### src/rtl/sdac_cmd_pkg.sv
package sdac_cmd_pkg;
  localparam int CODE_W    = 8;
  localparam int NUM_CH    = 4;
  localparam int ADDR_W    = 3;
  localparam int HDR_W     = 6;
  localparam int WORD_W    = HDR_W + CODE_W;
  localparam int CTRL_ADDR = NUM_CH;

  typedef enum logic [1:0] {
    OP_STORE = 2'b00,
    OP_WRITE = 2'b01,
    OP_READ  = 2'b10,
    OP_LOAD  = 2'b11
  } op_e;

  typedef enum logic [1:0] {
    CH_ACTIVE = 2'b00,
    CH_MUTED  = 2'b01,
    CH_HIZ    = 2'b10
  } ch_state_e;

  typedef struct packed {
    logic              start;
    op_e               op;
    logic [ADDR_W-1:0] addr;
  } hdr_t;
endpackage

### src/rtl/sdac_pin_sync.sv
module sdac_pin_sync #(
  parameter int           W       = 3,
  parameter int           STAGES  = 2,
  parameter logic [W-1:0] RST_VAL = '0
) (
  input  logic         clk,
  input  logic         rst_n,
  input  logic [W-1:0] d_i,
  output logic [W-1:0] q_o
);
  genvar s;
  generate
    for (s = 0; s < STAGES; s++) begin : g_stg
      logic [W-1:0] q;
      if (s == 0) begin : g_first
        always_ff @(posedge clk or negedge rst_n) begin
          if (!rst_n) q <= RST_VAL;
          else        q <= d_i;
        end
      end else begin : g_next
        always_ff @(posedge clk or negedge rst_n) begin
          if (!rst_n) q <= RST_VAL;
          else        q <= g_stg[s-1].q;
        end
      end
    end
  endgenerate

  assign q_o = g_stg[STAGES-1].q;
endmodule

### src/rtl/sdac_frame_rx.sv
module sdac_frame_rx
  import sdac_cmd_pkg::*;
(
  input  logic              clk,
  input  logic              rst_n,
  input  logic              sclk_s,
  input  logic              csn_s,
  input  logic              sdi_s,
  output logic              hdr_vld_o,
  output hdr_t              hdr_o,
  output logic              dshift_o,
  output logic              word_vld_o,
  output logic [CODE_W-1:0] data_o
);
  localparam int CNT_W = $clog2(WORD_W + 1);
  localparam int SH_W  = WORD_W - 1;
  localparam logic [CNT_W-1:0] HDR_LAST  = CNT_W'(HDR_W - 1);
  localparam logic [CNT_W-1:0] WORD_LAST = CNT_W'(WORD_W - 1);
  localparam logic [CNT_W-1:0] D_FIRST   = CNT_W'(HDR_W);
  localparam logic [CNT_W-1:0] D_SHLAST  = CNT_W'(WORD_W - 2);

  logic              sclk_q;
  logic [CNT_W-1:0]  cnt_q, cnt_n;
  logic [SH_W-1:0]   sh_q, sh_n;
  logic              hdr_vld_q, hdr_vld_n;
  hdr_t              hdr_q, hdr_n;
  logic              dshift_q, dshift_n;
  logic              word_vld_q, word_vld_n;
  logic [CODE_W-1:0] data_q, data_n;
  logic              rise;

  assign rise = sclk_s & ~sclk_q & ~csn_s;

  always_comb begin
    cnt_n      = cnt_q;
    sh_n       = sh_q;
    hdr_n      = hdr_q;
    data_n     = data_q;
    hdr_vld_n  = 1'b0;
    dshift_n   = 1'b0;
    word_vld_n = 1'b0;
    if (csn_s) begin
      cnt_n = '0;
    end else if (rise && (cnt_q <= WORD_LAST)) begin
      sh_n  = {sh_q[SH_W-2:0], sdi_s};
      cnt_n = cnt_q + 1'b1;
      if (cnt_q == HDR_LAST) begin
        hdr_vld_n = 1'b1;
        hdr_n     = hdr_t'({sh_q[HDR_W-2:0], sdi_s});
      end
      if ((cnt_q >= D_FIRST) && (cnt_q <= D_SHLAST)) begin
        dshift_n = 1'b1;
      end
      if (cnt_q == WORD_LAST) begin
        word_vld_n = 1'b1;
        data_n     = {sh_q[CODE_W-2:0], sdi_s};
      end
    end
  end

  always_ff @(posedge clk or negedge rst_n) begin
    if (!rst_n) begin
      sclk_q     <= 1'b0;
      cnt_q      <= '0;
      sh_q       <= '0;
      hdr_q      <= '0;
      data_q     <= '0;
      hdr_vld_q  <= 1'b0;
      dshift_q   <= 1'b0;
      word_vld_q <= 1'b0;
    end else begin
      sclk_q     <= sclk_s;
      cnt_q      <= cnt_n;
      sh_q       <= sh_n;
      hdr_q      <= hdr_n;
      data_q     <= data_n;
      hdr_vld_q  <= hdr_vld_n;
      dshift_q   <= dshift_n;
      word_vld_q <= word_vld_n;
    end
  end

  assign hdr_vld_o  = hdr_vld_q;
  assign hdr_o      = hdr_q;
  assign dshift_o   = dshift_q;
  assign word_vld_o = word_vld_q;
  assign data_o     = data_q;
endmodule

### src/rtl/sdac_nv_port.sv
module sdac_nv_port
  import sdac_cmd_pkg::*;
(
  input  logic              clk,
  input  logic              rst_n,
  input  logic              rd_go_i,
  input  logic              wr_go_i,
  input  logic [ADDR_W-1:0] addr_i,
  input  logic [CODE_W-1:0] wdata_i,
  input  logic              clr_i,
  output logic              nv_req_o,
  output logic              nv_we_o,
  output logic [ADDR_W-1:0] nv_addr_o,
  output logic [CODE_W-1:0] nv_wdata_o,
  input  logic [CODE_W-1:0] nv_rdata_i,
  input  logic              nv_ack_i,
  output logic              fetch_done_o,
  output logic              fetch_vld_o,
  output logic [CODE_W-1:0] fetch_data_o
);
  logic              busy_q, busy_n;
  logic              we_q, we_n;
  logic [ADDR_W-1:0] addr_q, addr_n;
  logic [CODE_W-1:0] wdata_q, wdata_n;
  logic              fdone_q, fdone_n;
  logic              fvld_q, fvld_n;
  logic [CODE_W-1:0] fdata_q, fdata_n;

  always_comb begin
    busy_n  = busy_q;
    we_n    = we_q;
    addr_n  = addr_q;
    wdata_n = wdata_q;
    fdone_n = 1'b0;
    fvld_n  = fvld_q;
    fdata_n = fdata_q;
    if (!busy_q) begin
      if (rd_go_i) begin
        busy_n = 1'b1;
        we_n   = 1'b0;
        addr_n = addr_i;
        fvld_n = 1'b0;
      end else if (wr_go_i) begin
        busy_n  = 1'b1;
        we_n    = 1'b1;
        addr_n  = addr_i;
        wdata_n = wdata_i;
      end
    end else if (nv_ack_i) begin
      busy_n = 1'b0;
      if (!we_q) begin
        fdata_n = nv_rdata_i;
        fdone_n = 1'b1;
        fvld_n  = 1'b1;
      end
    end
    if (clr_i) begin
      fvld_n  = 1'b0;
      fdone_n = 1'b0;
    end
  end

  always_ff @(posedge clk or negedge rst_n) begin
    if (!rst_n) begin
      busy_q  <= 1'b0;
      we_q    <= 1'b0;
      addr_q  <= '0;
      wdata_q <= '0;
      fdone_q <= 1'b0;
      fvld_q  <= 1'b0;
      fdata_q <= '0;
    end else begin
      busy_q  <= busy_n;
      we_q    <= we_n;
      addr_q  <= addr_n;
      wdata_q <= wdata_n;
      fdone_q <= fdone_n;
      fvld_q  <= fvld_n;
      fdata_q <= fdata_n;
    end
  end

  assign nv_req_o     = busy_q;
  assign nv_we_o      = we_q;
  assign nv_addr_o    = addr_q;
  assign nv_wdata_o   = wdata_q;
  assign fetch_done_o = fdone_q;
  assign fetch_vld_o  = fvld_q;
  assign fetch_data_o = fdata_q;
endmodule

### src/rtl/sdac_live_regs.sv
module sdac_live_regs
  import sdac_cmd_pkg::*;
(
  input  logic                     clk,
  input  logic                     rst_n,
  input  logic                     we_i,
  input  logic [ADDR_W-1:0]        addr_i,
  input  logic [CODE_W-1:0]        data_i,
  input  logic                     mute_all_i,
  output logic [NUM_CH*CODE_W-1:0] code_o,
  output logic [NUM_CH*2-1:0]      state_o,
  output logic                     all_off_o
);
  logic [CODE_W-1:0] ctrl_q;
  logic              ctrl_en;
  logic [NUM_CH-1:0] shd_flags, mute_flags;

  assign ctrl_en    = we_i && (addr_i == ADDR_W'(CTRL_ADDR));
  assign shd_flags  = ctrl_q[NUM_CH-1:0];
  assign mute_flags = ctrl_q[2*NUM_CH-1:NUM_CH];
  assign all_off_o  = &(shd_flags | mute_flags);

  always_ff @(posedge clk or negedge rst_n) begin
    if (!rst_n)       ctrl_q <= '0;
    else if (ctrl_en) ctrl_q <= data_i;
  end

  genvar c;
  generate
    for (c = 0; c < NUM_CH; c++) begin : g_ch
      logic [CODE_W-1:0] code_q;
      logic              code_en;
      ch_state_e         st;

      assign code_en = we_i && (addr_i == ADDR_W'(c));

      always_ff @(posedge clk or negedge rst_n) begin
        if (!rst_n)       code_q <= '0;
        else if (code_en) code_q <= data_i;
      end

      always_comb begin
        if (shd_flags[c])                     st = CH_HIZ;
        else if (mute_flags[c] || mute_all_i) st = CH_MUTED;
        else                                  st = CH_ACTIVE;
      end

      assign code_o[c*CODE_W +: CODE_W] = code_q;
      assign state_o[c*2 +: 2]          = st;
    end
  endgenerate
endmodule

### src/rtl/sdac_serial_decoder.sv
module sdac_serial_decoder
  import sdac_cmd_pkg::*;
#(
  parameter int SYNC_STAGES = 2
) (
  input  logic                     clk,
  input  logic                     rst_n,
  input  logic                     sclk_i,
  input  logic                     csn_i,
  input  logic                     sdi_i,
  input  logic                     mute_all_i,
  output logic                     sdo_o,
  output logic                     sdo_oe_o,
  output logic                     nv_req_o,
  output logic                     nv_we_o,
  output logic [ADDR_W-1:0]        nv_addr_o,
  output logic [CODE_W-1:0]        nv_wdata_o,
  input  logic [CODE_W-1:0]        nv_rdata_i,
  input  logic                     nv_ack_i,
  output logic [NUM_CH*CODE_W-1:0] dac_code_o,
  output logic [NUM_CH*2-1:0]      ch_state_o
);
  logic [2:0]        pins_s;
  logic              csn_s, sclk_s, sdi_s;
  logic              hdr_vld, dshift, word_vld;
  hdr_t              hdr;
  logic [CODE_W-1:0] rx_data;
  logic              hdr_ok, is_read;
  logic              rd_go, wr_go;
  logic              fetch_done, fetch_vld;
  logic [CODE_W-1:0] fetch_data;
  logic              lw_we;
  logic [CODE_W-1:0] lw_data;
  logic              all_off;
  logic              oe_q, oe_n;
  logic [CODE_W-1:0] osh_q, osh_n;

  sdac_pin_sync #(.W(3), .STAGES(SYNC_STAGES), .RST_VAL(3'b100)) u_sync (
    .clk(clk), .rst_n(rst_n),
    .d_i({csn_i, sclk_i, sdi_i}),
    .q_o(pins_s)
  );
  assign csn_s  = pins_s[2];
  assign sclk_s = pins_s[1];
  assign sdi_s  = pins_s[0];

  sdac_frame_rx u_rx (
    .clk(clk), .rst_n(rst_n),
    .sclk_s(sclk_s), .csn_s(csn_s), .sdi_s(sdi_s),
    .hdr_vld_o(hdr_vld), .hdr_o(hdr), .dshift_o(dshift),
    .word_vld_o(word_vld), .data_o(rx_data)
  );

  assign hdr_ok  = hdr.start && (hdr.addr <= ADDR_W'(CTRL_ADDR));
  assign is_read = hdr_ok && (hdr.op == OP_READ);
  assign rd_go   = hdr_vld && hdr_ok && ((hdr.op == OP_READ) || (hdr.op == OP_LOAD));
  assign wr_go   = word_vld && hdr_ok && (hdr.op == OP_STORE) && !all_off;

  always_comb begin
    lw_we   = 1'b0;
    lw_data = rx_data;
    if (word_vld && hdr_ok) begin
      if (hdr.op == OP_WRITE) begin
        lw_we = 1'b1;
      end else if ((hdr.op == OP_LOAD) && fetch_vld) begin
        lw_we   = 1'b1;
        lw_data = fetch_data;
      end
    end
  end

  sdac_nv_port u_nv (
    .clk(clk), .rst_n(rst_n),
    .rd_go_i(rd_go), .wr_go_i(wr_go),
    .addr_i(hdr.addr), .wdata_i(rx_data), .clr_i(csn_s),
    .nv_req_o(nv_req_o), .nv_we_o(nv_we_o), .nv_addr_o(nv_addr_o),
    .nv_wdata_o(nv_wdata_o), .nv_rdata_i(nv_rdata_i), .nv_ack_i(nv_ack_i),
    .fetch_done_o(fetch_done), .fetch_vld_o(fetch_vld), .fetch_data_o(fetch_data)
  );

  sdac_live_regs u_regs (
    .clk(clk), .rst_n(rst_n),
    .we_i(lw_we), .addr_i(hdr.addr), .data_i(lw_data),
    .mute_all_i(mute_all_i),
    .code_o(dac_code_o), .state_o(ch_state_o), .all_off_o(all_off)
  );

  always_comb begin
    oe_n  = oe_q;
    osh_n = osh_q;
    if (csn_s) begin
      oe_n = 1'b0;
    end else if (fetch_done && is_read) begin
      oe_n  = 1'b1;
      osh_n = fetch_data;
    end else if (dshift && oe_q) begin
      osh_n = {osh_q[CODE_W-2:0], 1'b0};
    end
  end

  always_ff @(posedge clk or negedge rst_n) begin
    if (!rst_n) begin
      oe_q  <= 1'b0;
      osh_q <= '0;
    end else begin
      oe_q  <= oe_n;
      osh_q <= osh_n;
    end
  end

  assign sdo_oe_o = oe_q;
  assign sdo_o    = osh_q[CODE_W-1];
endmodule

### config.mk
export PLATFORM = sky130hd
export DESIGN_NAME = sdac_serial_decoder
export DESIGN_NICKNAME = d
export VERILOG_FILES = /design/src/rtl/sdac_cmd_pkg.sv /design/src/rtl/sdac_pin_sync.sv /design/src/rtl/sdac_frame_rx.sv /design/src/rtl/sdac_nv_port.sv /design/src/rtl/sdac_live_regs.sv /design/src/rtl/sdac_serial_decoder.sv
export SDC_FILE = /design/constraint.sdc
export NUM_CORES = 1
export LEC_CHECK = 0
export ABC_AREA = 1
export BUFFER_PORTS_ARGS = -buffer_cell sky130_fd_sc_hd__buf_2
export CAP_MARGIN = 20
export CORE_ASPECT_RATIO = 0.9
export CORE_MARGIN = 2
export CORE_UTILIZATION = 56
export DETAILED_ROUTE_END_ITERATION = 8
export PLACE_DENSITY = 0.79
export SLEW_MARGIN = 20
export SYNTH_ARGS = -nofsm -noshare
export SYNTH_HDL_FRONTEND = slang
export SYNTH_SLANG_ARGS = --single-unit
### constraint.sdc
create_clock -name clk -period 1.9 [get_ports clk]
set_input_delay 0 -clock clk [delete_from_list [all_inputs] [get_ports clk]]
set_output_delay 0 -clock clk [all_outputs]
set_load 0.01 [all_outputs]
==> summary.txt <==
Run status
  • Status: completed

Place
  • Post-DP HPWL: 6977 um
  • Routability cong.: 0.8909
  • Dpl cells: 662
  • Port bufs: 69

Clock tree
  • Worst skew pair latency: 0.37 ns
  • CTS tree: built
  • CTS H-tree depth: 3
  • CTS Sinks: 107
  • CTS buffer count: 9
  • Clock Pin Slew Worst Setup and Hold Paths: 0.10 ns
  • Root Buffer: clkbuf_8
  • PostCTS Resize Cnt: 0
  • Clock Path Buffers: 2

Floorplanning
  • Initial Util: 0.5861
  • Core area: 7657 um2
  • Std cell rows: 30
  • Die Wd: 98.37 um
  • Die Span Y: 88.93 um
  • Ports: 70
  • Die area: 8748 um2

Timing
  • Setup_tns: 0 ns
  • Min Tclk post-route: 1.696 ns
  • Worst Max-Slew Pin Slew: 0.5673 ns
  • Hold Violations, Final: 0
  • Fin. max-slew vios: 0
  • Highest Clock Rate: 589.8 MHz
  • Unrepaired setup endpoints after global routing: no
  • Endpoints failing setup: 0
  • Skew final: 0.009559 ns
  • Slew HR: 0.6218
  • Fin crit share: 0.8924

Pwr
  • Net Switching: 0.9449 mW
  • Clock share of power: 0.372
  • P_leak: 3.016 nW
  • Internal cell power: 3.173 mW
  • Combinational fraction of design power: 0.045
  • Pwr/cell area: 776.3 nW/um2
  • Flop pwr share: 0.582
  • Switching Share: 0.2295
  • Tot Pwr: 4.118 mW
  • Peak VDD IR: 0.5936 mV

Final layout
  • Final std cells w/o fill: 691
  • Share of layout cells above drive strength 1: 0.2034
  • Syn-to-layout area delta: 18.20%
  • Most common cell after layout, fill and taps aside: nand2_1
  • # diodes: 0
  • Most frequent cells in the layout: nand2_1 (211), dfrtp_1 (105), buf_2 (68), nor2_1 (35), inv_1 (30)
  • Final #Nets: 609

Drt
  • Detailed Route WL: 9833 um
  • Antenna viol nets, final: 0
  • DRC violations left: 0
  • DRT Pass-1 Iters: 4
  • Vias: 3,557
  • Drt wl/cell: 14.23 um
  • Vias per cell: 5.148
  • Initial DRC Count: 203

GRT
  • Total track usage: 0.2411
  • First-pass GRT wire length: 16,420 um
  • Maximum number of pins on one net before global-route repair: 45
  • GRT overflow: 0
  • Vias in the first global route: 3,397
  • Antenna violations before repair: 0

Synth
  • Post-Syn Nets: 521
  • Post-synthesis instance area: 4488 um2
  • Sequential area share after synthesis: 0.5972
  • Synthesized instance count: 502
  • #FFs+latches synth: 107
  • Syn_area_per_cell: 8.940 um2
  • Post-synthesis cell type count: 29
  • YS warnings: 0

Critical path
  • Worst Path Arrival: 1.95 ns
  • Critical path type: reg -> reg
  • Required time at the worst-slack endpoint: 2.16 ns
  • CP Capture Type: flop
  • Crit start category: flop
  • Crit path max fanout: 19

Job
  • Max cap viols: 0

Hold path
  • Worst hold path class: in -> async
==> area by class of cell <==
cell class	count	area [um2]
sequential	107	2680
inverter	39	156.4
fill	618	2352
timing repair buffer	90	550.5
clock inverter	7	98.84
clock buffer	9	123.9
multi-input combinational	343	1575
tap	96	120.1
==> critical path: stages, from the launching register on <==
cell     delay [ns]
dfrtp_1        0.43
inv_1          0.10
ha_1           0.22
nor2_1         0.12
nand2_1        0.08
nand3_2        0.14
buf_4          0.24
o21ai_0        0.12
o21ai_0        0.08
inv_1          0.05
==> cell usage after synthesis <==
library cell,n,share of area
a21boi_0,1,0.0017
a21oi_1,13,0.014
a21oi_2,1,0.0020
buf_2,7,0.0078
buf_4,5,0.0084
clkbuf_1,1,0.00084
clkinv_4,2,0.0039
dfrtp_1,105,0.59
dfstp_2,2,0.012
ha_1,4,0.011
inv_1,30,0.025
inv_2,7,0.0059
mux2_2,2,0.0050
nand2_1,211,0.18
nand2_2,1,0.0014
nand2_4,5,0.013
nand3_1,15,0.017
nand3_2,1,0.0022
nand3_4,3,0.012
nand4_1,1,0.0014
nand4_2,1,0.0028
nor2_1,35,0.029
nor2_4,2,0.0050
nor2_8,1,0.0045
nor3_1,4,0.0045
o211ai_1,1,0.0017
o21ai_0,29,0.032
o21ai_1,11,0.012
xnor2_1,1,0.0020
==> final timing paths <==
check,startpoint,slack [ns],endpoint,depth (start not counted)
worst max-delay path,u_rx.cnt_q[1],0.20,u_rx.cnt_q[0],9
worst min-delay path,rst_n,0.15,u_nv.nv_wdata_o[6],2
worst max register to register,u_rx.cnt_q[1],0.20,u_rx.cnt_q[0],9
worst min register to register,u_sync.g_stg[0].q[0],0.35,u_sync.q_o[0],0
max in group asynchronous,rst_n,1.05,u_sync.q_o[2],3
min in group clk,sdi_i,0.26,u_sync.g_stg[0].q[0],2
==> timing repair <==
item | 4_1_cts | 5_1_grt
hold endpoints to repair | 53 | 0
hold buffers | 13 | 0
buffers inserted | 0 | 0
==> through the flow <==
stage | utilization | area (um2) | hold WS (ns) | setup slack [ns]
finish | 0.6928 | 5305 | 0.1530 | 0.2045
global route | 0.6928 | 5305 | 0.1977 | 0.04757
CTS | 0.6928 | 5305 | 0.1687 | 0.1957
detailed placement | 0.6467 | 4952 | 0.03178 | 0.2470
global placement | 0.6467 | 4952 | 0.03989 | 0.3064
floorplan | - | 4488 | -0.2956 | 0.4493
==> power groups by stage <==
stage          Sequential (mW)  Clock [mW]  Combinational [mW]
2_1_floorplan             2.43           0              0.0805
3_3_place_gp              2.44           0               0.165
3_5_place_dp              2.44           0               0.169
4_1_cts                   2.40        1.56               0.191
5_1_grt                   2.41        1.65               0.218
6_report                  2.40        1.53               0.187
==> sequential cells by signal, summed over array words and instances (netlist names), 3 cells and up <==
signal	flops
osh_q	8
u_nv.fetch_data_o	8
u_nv.nv_addr_o	3
u_nv.nv_wdata_o	8
u_regs.ctrl_q	8
u_regs.g_ch.code_q	32
u_rx.cnt_q	4
u_rx.data_o	8
u_rx.hdr_o	6
u_rx.sh_q	7
u_sync.g_stg.q	3
u_sync.q_o	3
==> logic make-up (layout without fill, tap and decap cells) <==
family          count (synthesis)  count (layout)  share of synthesized area
compound gates                 56              56                    0.06440
xor+xnor                        1               1                   0.001952
fa+ha+maj                       4               4                    0.01115
buf+inv                        52             145                    0.05186
flops                         107             107                     0.5972
mux                             2               2                   0.005018
simple gates                  280             280                     0.2685
==> metal layers <==
layer  GRT usage  part of all wire  vias up  wire [um]
met2      0.3859              0.48      109       4698
met5           0                 0        -          0
met3     0.05395             0.060       14        594
met4     0.06476             0.013        0        131
met1      0.3416              0.45     1684       4408
li1            -                 -     1750          -
Note: power is estimated with default switching activity, not from simulation.
